==> config.mk <==
export PLATFORM = sky130hd
export DESIGN_NAME = txsilo_mux
export DESIGN_NICKNAME = d
export VERILOG_FILES = /design/src/rtl/txsilo_pkg.sv /design/src/rtl/txsilo_fifo.sv /design/src/rtl/txsilo_rr_pick.sv /design/src/rtl/txsilo_mux.sv
export SDC_FILE = /design/constraint.sdc
export NUM_CORES = 2
export LEC_CHECK = 0
export ABC_AREA = 1
export BUFFER_PORTS_ARGS = -buffer_cell sky130_fd_sc_hd__buf_4
export CAP_MARGIN = 15
export CORE_ASPECT_RATIO = 0.7
export CORE_UTILIZATION = 45
export CTS_BUF_LIST = sky130_fd_sc_hd__clkbuf_16
export DETAILED_ROUTE_END_ITERATION = 12
export SLEW_MARGIN = 30
export SYNTH_ARGS = -nofsm -noshare
export SYNTH_HDL_FRONTEND = slang
export SYNTH_HIERARCHICAL = 1
export SYNTH_SLANG_ARGS = --single-unit
==> constraint.sdc <==
create_clock -name clk -period 9.7 [get_ports clk]
set_input_delay 1.94 -clock clk [delete_from_list [all_inputs] [get_ports clk]]
set_output_delay 1.94 -clock clk [all_outputs]
set_load 0.1 [all_outputs]
==> src/rtl/txsilo_pkg.sv <==
`timescale 1ns/1ps
// Shared constants and types for the transmit silo controller.
// Assumes the line-number field is three bits wide, as the register layout requires.
package txsilo_pkg;
    localparam int LINE_W    = 3;
    localparam int NUM_LINES = 1 << LINE_W;

    // Control/status word bit positions
    localparam int CSR_FLAG  = 15;
    localparam int CSR_TIE   = 14;
    localparam int CSR_RIE   = 6;
    localparam int CSR_CLR   = 5;

    // Line control byte bit positions
    localparam int LC_TXEN   = 0;
    localparam int LC_FLUSH  = 4;

    // Indirect register codes (control/status bits 4:3)
    typedef enum logic [1:0] {
        IR_TXQ    = 2'd0,
        IR_LCTL   = 2'd1,
        IR_DMAADR = 2'd2,
        IR_DMACNT = 2'd3
    } ind_reg_e;
endpackage

==> src/rtl/txsilo_fifo.sv <==
`timescale 1ns/1ps
// Single-line transmit queue: a circular buffer with a fill count.
// Assumes: the caller gates pop with a non-empty queue. A push to a full queue
// is dropped here. A clear wins over a push or pop in the same cycle.
module txsilo_fifo #(
    parameter int DEPTH = 32,
    parameter int W     = 8
) (
    input  logic                         clk,
    input  logic                         rst_n,
    input  logic                         clr,
    input  logic                         push,
    input  logic [W-1:0]                 din,
    input  logic                         pop,
    output logic [W-1:0]                 dout,
    output logic [$clog2(DEPTH+1)-1:0]   count,
    output logic                         empty
);
    localparam int PTR_W = (DEPTH > 1) ? $clog2(DEPTH) : 1;
    localparam int CNT_W = $clog2(DEPTH+1);

    logic [W-1:0]     mem [DEPTH];
    logic [PTR_W-1:0] rd_ptr, wr_ptr;
    logic [CNT_W-1:0] cnt_q;
    logic             full, do_push, do_pop;

    assign full    = (cnt_q == CNT_W'(DEPTH));
    assign empty   = (cnt_q == '0);
    assign do_push = push && !full && !clr;
    assign do_pop  = pop && !empty && !clr;
    assign dout    = mem[rd_ptr];
    assign count   = cnt_q;

    // Store the incoming character at the write pointer.
    always_ff @(posedge clk) begin
        if (do_push)
            mem[wr_ptr] <= din;
    end

    // Move the pointers and the fill count.
    always_ff @(posedge clk) begin
        if (!rst_n || clr) begin
            rd_ptr <= '0;
            wr_ptr <= '0;
            cnt_q  <= '0;
        end else begin
            if (do_push)
                wr_ptr <= (wr_ptr == PTR_W'(DEPTH-1)) ? '0 : wr_ptr + 1'b1;
            if (do_pop)
                rd_ptr <= (rd_ptr == PTR_W'(DEPTH-1)) ? '0 : rd_ptr + 1'b1;
            case ({do_push, do_pop})
                2'b10:   cnt_q <= cnt_q + 1'b1;
                2'b01:   cnt_q <= cnt_q - 1'b1;
                default: cnt_q <= cnt_q;
            endcase
        end
    end

    // A push into a full queue without a pop must leave it full, not wrap.
    assert_full_drop_R3: assert property (@(posedge clk) disable iff (!rst_n)
        (push && full && !pop && !clr) |=> (count == CNT_W'(DEPTH)));
endmodule

==> src/rtl/txsilo_rr_pick.sv <==
`timescale 1ns/1ps
// Pending drain-event store with a round-robin pick.
// Holds one pending bit per line. It reports the first pending line at or after
// the search pointer, and on acknowledge drops that line and moves the pointer
// just past it. A new event for the same line in the acknowledge cycle wins.
module txsilo_rr_pick #(
    parameter int N     = 8,
    parameter int IDX_W = 3
) (
    input  logic             clk,
    input  logic             rst_n,
    input  logic             clr_all,
    input  logic [N-1:0]     set_vec,
    input  logic             ack,
    output logic             pend_any,
    output logic [IDX_W-1:0] pend_idx
);
    logic [N-1:0]     pending_q;
    logic [IDX_W-1:0] ptr_q;
    logic [N-1:0]     ack_mask;
    logic [IDX_W-1:0] cand;
    logic             found;

    assign pend_any = |pending_q;

    // Search from the pointer for the first pending line.
    always_comb begin
        found    = 1'b0;
        pend_idx = '0;
        cand     = '0;
        for (int i = 0; i < N; i++) begin
            cand = IDX_W'((int'(ptr_q) + i) % N);
            if (!found && pending_q[cand]) begin
                found    = 1'b1;
                pend_idx = cand;
            end
        end
        ack_mask = (ack && pend_any) ? (N'(1) << pend_idx) : '0;
    end

    // Record new events, retire the acknowledged line, advance the pointer.
    always_ff @(posedge clk) begin
        if (!rst_n || clr_all) begin
            pending_q <= '0;
            ptr_q     <= '0;
        end else begin
            pending_q <= (pending_q & ~ack_mask) | set_vec;
            if (ack && pend_any)
                ptr_q <= (pend_idx == IDX_W'(N-1)) ? '0 : pend_idx + 1'b1;
        end
    end

    // An acknowledged line without a fresh event is gone in the next cycle.
    assert_ack_retires_R8: assert property (@(posedge clk) disable iff (!rst_n)
        (ack && pend_any && !clr_all && !set_vec[pend_idx]) |=> !pending_q[$past(pend_idx)]);
endmodule

==> src/rtl/txsilo_mux.sv <==
`timescale 1ns/1ps
// Multi-line transmit silo controller (top).
// Decodes the control/status word and the indirect data word, holds one queue
// per line, drives the per-line character handshakes, posts drain events into
// the round-robin picker and runs the one-line-per-cycle master clear.
// Assumes: one bus access per bus_sel cycle; reads take effect (acknowledge) at
// the clock edge that ends the access.
module txsilo_mux
    import txsilo_pkg::*;
#(
    parameter int DEPTH  = 32,
    parameter int CHAR_W = 8
) (
    input  logic                        clk,
    input  logic                        rst_n,
    input  logic                        bus_sel,
    input  logic                        bus_we,
    input  logic                        bus_addr,
    input  logic [1:0]                  bus_be,
    input  logic [15:0]                 bus_wdata,
    output logic [15:0]                 bus_rdata,
    output logic [NUM_LINES-1:0]        line_valid,
    output logic [NUM_LINES*CHAR_W-1:0] line_data,
    input  logic [NUM_LINES-1:0]        line_ready,
    output logic                        tx_irq
);
    localparam int CNT_W = $clog2(DEPTH+1);

    // Control/status state
    logic              tie_q, rie_q;
    logic [4:0]        sel_q;
    logic              clr_busy;
    logic [LINE_W-1:0] clr_idx;

    // Per-line state
    logic [NUM_LINES-1:0][7:0] lctl_q;
    logic [NUM_LINES-1:0][7:0] tms_q;
    logic [CNT_W-1:0]          cnt [NUM_LINES];
    logic [NUM_LINES-1:0]      empty_vec, push_vec, pop_vec, flush_vec, fifo_clr, drain_set;

    // Decode
    logic              wr_ok, csr_wr, ind_wr, start_clr, lctl_wr_lo, tms_wr, csr_rd_ack;
    logic [LINE_W-1:0] sel_line;
    ind_reg_e          sel_reg;
    logic              pend_any;
    logic [LINE_W-1:0] pend_line;
    logic [15:0]       csr_word, ind_word;

    assign sel_line   = sel_q[LINE_W-1:0];
    assign sel_reg    = ind_reg_e'(sel_q[4:3]);
    assign wr_ok      = bus_sel && bus_we && !clr_busy;
    assign csr_wr     = wr_ok && !bus_addr;
    assign ind_wr     = wr_ok && bus_addr;
    assign start_clr  = csr_wr && bus_be[0] && bus_wdata[CSR_CLR];
    assign lctl_wr_lo = ind_wr && bus_be[0] && (sel_reg == IR_LCTL);
    assign tms_wr     = ind_wr && bus_be[1] && (sel_reg == IR_LCTL);
    assign csr_rd_ack = bus_sel && !bus_we && !bus_addr && pend_any;
    assign tx_irq     = pend_any && tie_q;

    // Per-line strobes, handshake and event detection.
    always_comb begin
        for (int l = 0; l < NUM_LINES; l++) begin
            push_vec[l]   = ind_wr && bus_be[0] && (sel_reg == IR_TXQ) && (sel_line == LINE_W'(l));
            flush_vec[l]  = lctl_wr_lo && bus_wdata[LC_FLUSH] && (sel_line == LINE_W'(l));
            fifo_clr[l]   = flush_vec[l] || (clr_busy && (clr_idx == LINE_W'(l)));
            line_valid[l] = !empty_vec[l] && lctl_q[l][LC_TXEN] && !clr_busy;
            pop_vec[l]    = line_valid[l] && line_ready[l];
            drain_set[l]  = !clr_busy && (flush_vec[l] ||
                            (pop_vec[l] && !push_vec[l] && (cnt[l] == CNT_W'(1))));
        end
    end

    // One queue per line.
    for (genvar l = 0; l < NUM_LINES; l++) begin : g_line
        txsilo_fifo #(.DEPTH(DEPTH), .W(CHAR_W)) u_fifo (
            .clk   (clk),
            .rst_n (rst_n),
            .clr   (fifo_clr[l]),
            .push  (push_vec[l]),
            .din   (bus_wdata[CHAR_W-1:0]),
            .pop   (pop_vec[l]),
            .dout  (line_data[l*CHAR_W +: CHAR_W]),
            .count (cnt[l]),
            .empty (empty_vec[l])
        );

        // While paused, only a write or a clear may change the count.
        assert_paused_hold_R5: assert property (@(posedge clk) disable iff (!rst_n)
            (!lctl_q[l][LC_TXEN] && !push_vec[l] && !fifo_clr[l]) |=> (cnt[l] == $past(cnt[l])));

        // Sending the last character must raise the transmit flag.
        assert_drain_flag_R7: assert property (@(posedge clk) disable iff (!rst_n)
            (pop_vec[l] && !push_vec[l] && (cnt[l] == CNT_W'(1)) && !clr_busy) |=> pend_any);
    end

    // Drain-event store and round-robin pick.
    txsilo_rr_pick #(.N(NUM_LINES), .IDX_W(LINE_W)) u_pick (
        .clk      (clk),
        .rst_n    (rst_n),
        .clr_all  (clr_busy || start_clr),
        .set_vec  (drain_set),
        .ack      (csr_rd_ack),
        .pend_any (pend_any),
        .pend_idx (pend_line)
    );

    // Master-clear sequencer: one line per cycle, busy for NUM_LINES cycles.
    always_ff @(posedge clk) begin
        if (!rst_n) begin
            clr_busy <= 1'b0;
            clr_idx  <= '0;
        end else if (clr_busy) begin
            if (clr_idx == LINE_W'(NUM_LINES-1))
                clr_busy <= 1'b0;
            clr_idx <= clr_idx + 1'b1;
        end else if (start_clr) begin
            clr_busy <= 1'b1;
            clr_idx  <= '0;
        end
    end

    // Control/status fields written by software.
    always_ff @(posedge clk) begin
        if (!rst_n || start_clr) begin
            tie_q <= 1'b0;
            rie_q <= 1'b0;
            sel_q <= '0;
        end else if (csr_wr) begin
            if (bus_be[1])
                tie_q <= bus_wdata[CSR_TIE];
            if (bus_be[0]) begin
                rie_q <= bus_wdata[CSR_RIE];
                sel_q <= bus_wdata[4:0];
            end
        end
    end

    // Per-line control and modem status bytes.
    always_ff @(posedge clk) begin
        for (int l = 0; l < NUM_LINES; l++) begin
            if (!rst_n || (clr_busy && (clr_idx == LINE_W'(l)))) begin
                lctl_q[l] <= '0;
                tms_q[l]  <= '0;
            end else if (sel_line == LINE_W'(l)) begin
                if (lctl_wr_lo)
                    lctl_q[l] <= bus_wdata[7:0] & ~(8'(1) << LC_FLUSH);
                if (tms_wr)
                    tms_q[l] <= bus_wdata[15:8];
            end
        end
    end

    // Read data for both words.
    always_comb begin
        csr_word            = '0;
        csr_word[CSR_FLAG]  = pend_any;
        csr_word[CSR_TIE]   = tie_q;
        csr_word[10:8]      = pend_any ? pend_line : '0;
        csr_word[CSR_RIE]   = rie_q;
        csr_word[CSR_CLR]   = clr_busy;
        csr_word[4:0]       = sel_q;
        ind_word            = '0;
        case (sel_reg)
            IR_TXQ:  ind_word[7:0] = 8'(cnt[sel_line]);
            IR_LCTL: ind_word      = {tms_q[sel_line], lctl_q[sel_line]};
            default: ind_word      = '0;
        endcase
        bus_rdata = bus_addr ? ind_word : csr_word;
    end

    // Once a clear is under way, the interrupt must stay low.
    assert_quiet_clear_R10: assert property (@(posedge clk) disable iff (!rst_n)
        clr_busy |=> !tx_irq);

    // Without the enable, no interrupt may be raised.
    assert_irq_gated_R9: assert property (@(posedge clk) disable iff (!rst_n)
        !tie_q |-> !tx_irq);
endmodule

### Word-level counts from Yosys, hierarchy flattened

Memory sizes are Yosys's and may differ from the RTL's. A register that Yosys moved wholly into a read port is not among the register bits.
Cells that the tools add are included.

* bitwise operators: 4
* muxes and demuxes: 105
* magnitude comparators: 10
* $add $sub $neg: 41
* shift-type cells: 1
* equality and inequality tests: 64
* reductions and logical operators: 245

Operators by type and width (number)
* 2-to-1 mux 5 bit: 32
* logical AND 1 bit: 128
* case mux 6 bit (2 select lines): 8
* adder 5 x 1 -> 5 bit (second input constant): 16
* equality test 5 bit (second input constant): 16
* adder 6 x 1 -> 6 bit (second input constant): 8
* binary-select mux 8 bit (select 3 bit): 2
* equality test 6 x 1 -> 1 bit (second input constant): 8
* equality test 6 bit (second input constant): 8
* logical NOT 6 bit: 8
* subtractor 6 x 1 -> 6 bit (second input constant): 8
* logical NOT 1 bit: 43
* < comparator 3 x 4 -> 1 bit (second input constant): 9
* 2-to-1 mux 3 bit: 12
* AND reduction 2 bit: 18
* logical OR 1 bit: 35
* 2-to-1 mux 1 bit: 34
* 2-to-1 mux 8 bit: 4
* equality test 3 bit (second input constant): 9
* binary-select mux 1 bit (select 3 bit): 8
* binary-select mux 6 bit (select 3 bit): 1
* equality test 2 x 1 -> 1 bit (second input constant): 9
* nonzero test 2 bit: 9
* equality test 2 bit (second input constant): 8
* other kinds (17): 29

* register bits after elaboration: 270
* memories kept: 8
* input bits: 31
* memory bits (writable): 2048
* logic and storage cells: 525

Memory list
* g_line[0].u_fifo.mem: depth 32, bits a word 8, rd ports 1, clocked after memory_dff 1, wr ports 1, line txsilo_fifo.sv:22 `logic [W-1:0] mem [DEPTH];`
* g_line[1].u_fifo.mem: depth 32, bits a word 8, rd ports 1, clocked after memory_dff 1, wr ports 1, line txsilo_fifo.sv:22
* g_line[2].u_fifo.mem: depth 32, bits a word 8, rd ports 1, clocked after memory_dff 1, wr ports 1, line txsilo_fifo.sv:22
* g_line[3].u_fifo.mem: depth 32, bits a word 8, rd ports 1, clocked after memory_dff 1, wr ports 1, line txsilo_fifo.sv:22
* g_line[4].u_fifo.mem: depth 32, bits a word 8, rd ports 1, clocked after memory_dff 1, wr ports 1, line txsilo_fifo.sv:22
* g_line[5].u_fifo.mem: depth 32, bits a word 8, rd ports 1, clocked after memory_dff 1, wr ports 1, line txsilo_fifo.sv:22
* 2 more memories

### Longest topological paths before layout

* depth in word-level cells: 29
* gate-level depth with buffers: 26
* mapped depth without buffers: 23

### Hierarchy

Netlist, hierarchy kept.

By module, submodules not included
* txsilo_fifo at g_line[3].u_fifo ...: cells each 1049, instances 4, area each 11574.9 sq um, seq. area each 8107.8 sq um
* txsilo_fifo at g_line[0].u_fifo: cells each 1049, instances 1, area each 11632.4 sq um, seq. area each 8107.8 sq um
* txsilo_fifo at g_line[1].u_fifo: cells each 1049, instances 1, area each 11629.9 sq um, seq. area each 8107.8 sq um
* txsilo_fifo at g_line[7].u_fifo: cells each 1049, instances 1, area each 11621.1 sq um, seq. area each 8107.8 sq um
* txsilo_fifo at g_line[2].u_fifo: cells each 1048, instances 1, area each 11572.3 sq um, seq. area each 8107.8 sq um
* txsilo_mux: cells each 1195, instances 1, area each 7252.0 sq um, seq. area each 2622.5 sq um
* txsilo_rr_pick: cells each 194, instances 1, area each 1262.5 sq um, seq. area each 220.2 sq um

### Worst setup path after synthesis

No wires, ideal clock.

* kind: in2out
* start point: input bus_addr
* end point: output bus_rdata[11]
* arrival: 3869 ps
* required time: 7760 ps
* setup slack: 3891 ps
* stages: 6
* path buffers: 2
* cells stage by stage: buf_4 -> nand2_1 -> clkinv_1 -> clkbuf_1 -> o21ai_0 -> nor2_1

* word-level cells in the longest chain between the ends: 1

RTL lines
* start, declared: line txsilo_mux.sv:18 `input logic bus_addr,`
* 2-to-1 mux 16 bit: line txsilo_mux.sv:168 `bus_rdata = bus_addr ? ind_word : csr_word;`
* end, declared: line txsilo_mux.sv:21 `output logic [15:0] bus_rdata,`

No other way between the ends.

==> flow_summary.json <==
{
  "antenna_left": 0,
  "whs_ns": 0.476,
  "cp-start-kind": "register",
  "synth_cells": 9780,
  "r2r_cells": 22,
  "gp_congestion": 0.927,
  "syn-cell-area_um2": 101000,
  "cts_max_level": 4,
  "fmaxAchievable_mhz": 150,
  "hold_depth": 2,
  "synth_seq_cells": 2358,
  "antenna_found_initial": 4,
  "drc": 0,
  "hold_start": "rie_q$_SDFFE_PP0N_",
  "drt_iter0_markers": 8461,
  "outcome": "completed",
  "fillers": 20100,
  "area_growth_pct": 10.0,
  "grt_pass1_wl_mm": 407,
  "worstReg2RegStart": "sel_q[1]$_SDFFE_PP0N_",
  "rows": 145,
  "worst_path_max_delay_cell": "clkinv_2",
  "cts_resized": 0,
  "cpLargestDelayFamily": "buffers and inverters",
  "die_y_um": 399,
  "skew_ns": 0.0595,
  "ir_drop_mv": 0.141,
  "synth-async-reset-ratio_pct": 0,
  "cts_tree": "yes",
  "cp.depth": 11,
  "die_area_um2": 227000,
  "finalPower_mw": 20.0,
  "numCtsBuffers": 232,
  "setup_tns_ns": 0,
  "worstReg2RegEnd": "g_line[2].u_fifo/count[4]$_SDFFE_PP0P_",
  "clock_latency_ns": 0.90,
  "ios": 120,
  "grt_max_degree": 154,
  "yosys_warnings": 6,
  "clock-sinks": 2358,
  "slew_headroom_pct": 34.4,
  "synth-edff-count": 2048,
  "yosysSeqAreaShare_pct": 66.9,
  "multiInputGateArea_um2": 29300,
  "dr.pass1.iters": 6,
  "rrSetupSlack_ns": 4.66,
  "clkTransAtPathRegs_ns": 0.06,
  "rsz0062_at_grt": "false",
  "period_share_pct": 68.5,
  "num_vias": 71100,
  "cp_data_arrival_time_ns": 4.71,
  "worstSetupPathType": "register to output port",
  "hpwl_mm": 160,
  "crit_chain": "clkinv_2 > buf_4 > nand2_1 > nand3_1 > nand3_1 > nand2_1 > nand2_1 > nand2_1 > nor2_1 > a21oi_1 > buf_4",
  "whs_endpoint": "rie_q$_SDFFE_PP0N_",
  "core_um2": 223000,
  "setup_viol": 0,
  "maxCapViolCount": 0,
  "avgViaCountPerCell": 5.50,
  "crit_buf_inv": 3,
  "cts_hold_buf": 0,
  "post-route-min-period_ns": 6.65,
  "syn-num-nets": 9904,
  "cpMostUsedCell": "nand2_1",
  "synth.avg_cell_area_um2": 10.4,
  "die-width_um": 569,
  "regArea_um2": 67700,
  "root_buffer": "clkbuf_16",
  "critPathMaxStageDelay_ns": 0.93,
  "initial_core_util_pct": 45.3,
  "critical_path.endpoint_type": "output port",
  "routed_wl_mm": 268,
  "hp-class": "register to register",
  "nets": 9861,
  "grt_pass1_vias": 66500,
  "worstPathMaxFanout": 67,
  "power.leakage_nw": 40.4,
  "synth-main-ff-cell": "edfxtp_1",
  "cp.required_ns": 7.76,
  "yosysUniqueCellTypes": 51,
  "drive_above_1_share_pct": 6.72,
  "drv_slew": 0,
  "grt_usage_pct": 23.2,
  "pwr_density_cell_nw_per_um2": 179,
  "wl_per_cell_um": 20.7,
  "overflow": 0,
  "post-cts-setup-buffer-count": 0,
  "tightest_slew_ns": 0.985,
  "clockBufferDepth": 4,
  "portBuffers": 119,
  "hold_viol": 0
}
## sequential cells by signal, indices dropped and copies added (netlist names), 5 cells and up, named ones only
signal and cells:
g_line.u_fifo/count 48, lctl_q 56, g_line.u_fifo/rd_ptr 40, u_pick/pending_q 8, g_line.u_fifo/wr_ptr 40, sel_q 5
g_line.u_fifo/mem 2048, tms_q 64
## where the power goes
group	switching, mW	total [mW]	internal, mW
Clock	3.81	8.64	4.82
Combinational	0.267	0.306	0.0396
Sequential	0.00471	11.0	11.0
Total	4.08	20.0	15.9
## Yosys cell counts, types with 2 or more instances
| cell type | number | area share (%) |
|---|---|---|
| nor3b_1 | 7 | 0.052 |
| buf_1 | 45 | 0.17 |
| nand2_1 | 3178 | 12 |
| clkinv_1 | 10 | 0.037 |
| a21boi_0 | 6 | 0.044 |
| nand4_2 | 2 | 0.025 |
| a22oi_1 | 12 | 0.089 |
| o31ai_1 | 64 | 0.47 |
| nand4_1 | 33 | 0.20 |
| nand3_1 | 1522 | 7.5 |
| a21oi_1 | 468 | 2.3 |
| buf_2 | 202 | 1.0 |
| clkbuf_1 | 104 | 0.39 |
| nor3_1 | 87 | 0.43 |
| o21bai_1 | 8 | 0.059 |
| nor4_1 | 9 | 0.056 |
| o21ai_0 | 164 | 0.81 |
| a211oi_1 | 15 | 0.11 |
| nor2_2 | 2 | 0.012 |
| nor2_4 | 19 | 0.21 |
| nand3_2 | 5 | 0.049 |
| xnor2_1 | 25 | 0.22 |
| or2_2 | 2 | 0.012 |
| ha_1 | 93 | 1.1 |
| o22ai_1 | 9 | 0.056 |
| buf_4 | 116 | 0.86 |
| a31oi_1 | 2 | 0.012 |
| o211a_1 | 8 | 0.079 |
| inv_1 | 369 | 1.4 |
| nand2_2 | 2 | 0.012 |
| o21ai_1 | 7 | 0.035 |
| nor2_1 | 740 | 2.7 |
| buf_6 | 38 | 0.42 |
| inv_2 | 27 | 0.10 |
| nand2_4 | 6 | 0.067 |
| clkinv_2 | 2 | 0.0099 |
| xor2_1 | 2 | 0.017 |
| edfxtp_1 | 2048 | 61 |
| dfxtp_1 | 310 | 6.1 |
## per-stage QoR
step	util, %	cells	setup slack (ns)	instance area [µm²]
after global placement	46.6	12500	3.56	104000
final	49.9	12900	3.05	111000
after floorplan	-	9780	3.89	101000
after detailed placement	46.6	12500	3.64	104000
after CTS	49.8	12900	3.05	111000
after global routing	49.9	12900	2.81	111000
## worst register-to-register path: stages, from the launching register on
cell	delay (ns)
dfxtp_1	0.91
inv_2	0.35
nor2_4	0.76
inv_2	0.07
nor2_1	0.20
inv_2	0.12
nor2_4	0.34
nand2_1	0.12
nand2_1	0.14
nor2_1	0.06
nand2_1	0.37
ha_1	0.43
inv_1	0.16
nand2_1	0.10
nand2_1	0.09
inv_1	0.07
ha_1	0.12
o21bai_1	0.15
nand2_1	0.11
nand3_1	0.09
nand3_1	0.07
nand2_1	0.06
inv_1	0.03
## worst max-delay path by stage
stage	slack, ns	end
2_1_floorplan	3.89	bus_rdata[11]
3_3_place_gp	3.56	g_line[7].u_fifo/count[4]$_SDFFE_PP0P_
3_5_place_dp	3.64	g_line[7].u_fifo/count[4]$_SDFFE_PP0P_
4_1_cts	3.05	line_data[9]
5_1_grt	2.81	line_data[9]
6_report	3.05	line_data[9]
## routing by layer
| layer | part of all wire (%) | vias to the layer above | global-route usage (%) |
|---|---|---|---|
| met5 | 0 | - | 0 |
| met4 | 1.9 | 0 | 5.08 |
| met3 | 8.4 | 343 | 3.69 |
| met2 | 43 | 2819 | 33.9 |
| met1 | 47 | 34500 | 36.1 |
| li1 | - | 33400 | - |
## layout by cell type, fill, tap and decap left out, types with 25 or more instances in the layout
cell | synthesis | layout
nand2_1 | 3178 | 3177
edfxtp_1 | 2048 | 2048
nand3_1 | 1522 | 1522
nor2_1 | 740 | 738
a21oi_1 | 468 | 468
inv_1 | 369 | 412
dfxtp_1 | 310 | 293
clkbuf_16 | 0 | 237
buf_4 | 116 | 207
o21ai_0 | 164 | 164
ha_1 | 93 | 93
clkinv_1 | 10 | 70
o31ai_1 | 64 | 64
nor3_1 | 87 | 59
clkinv_2 | 2 | 48
nand4_1 | 33 | 33
nor3_2 | 0 | 28
inv_2 | 27 | 27
xnor2_1 | 25 | 25
## final cells by class
class / count / area share, %
Antenna cell: 1 / 0.00225
Clock buffer: 237 / 5.32
Timing Repair Buffer: 228 / 1.68
Multi-Input combinational cell: 6509 / 26.3
Clock inverter: 181 / 1.11
Sequential cell: 2358 / 60.8
Inverter: 408 / 1.39
Tap cell: 3013 / 3.38
## cells by family after synthesis
kind of cell               share of synthesized area (%)
AOI/OAI and AO/OA                                   4.12
adders and majority gates                           1.15
DFF                                                 66.9
and+or+nand+nor                                     23.2
xor gates and xnor gates                           0.293
buffers and inverters                               4.35
Note: power is estimated with default switching activity, not from simulation.
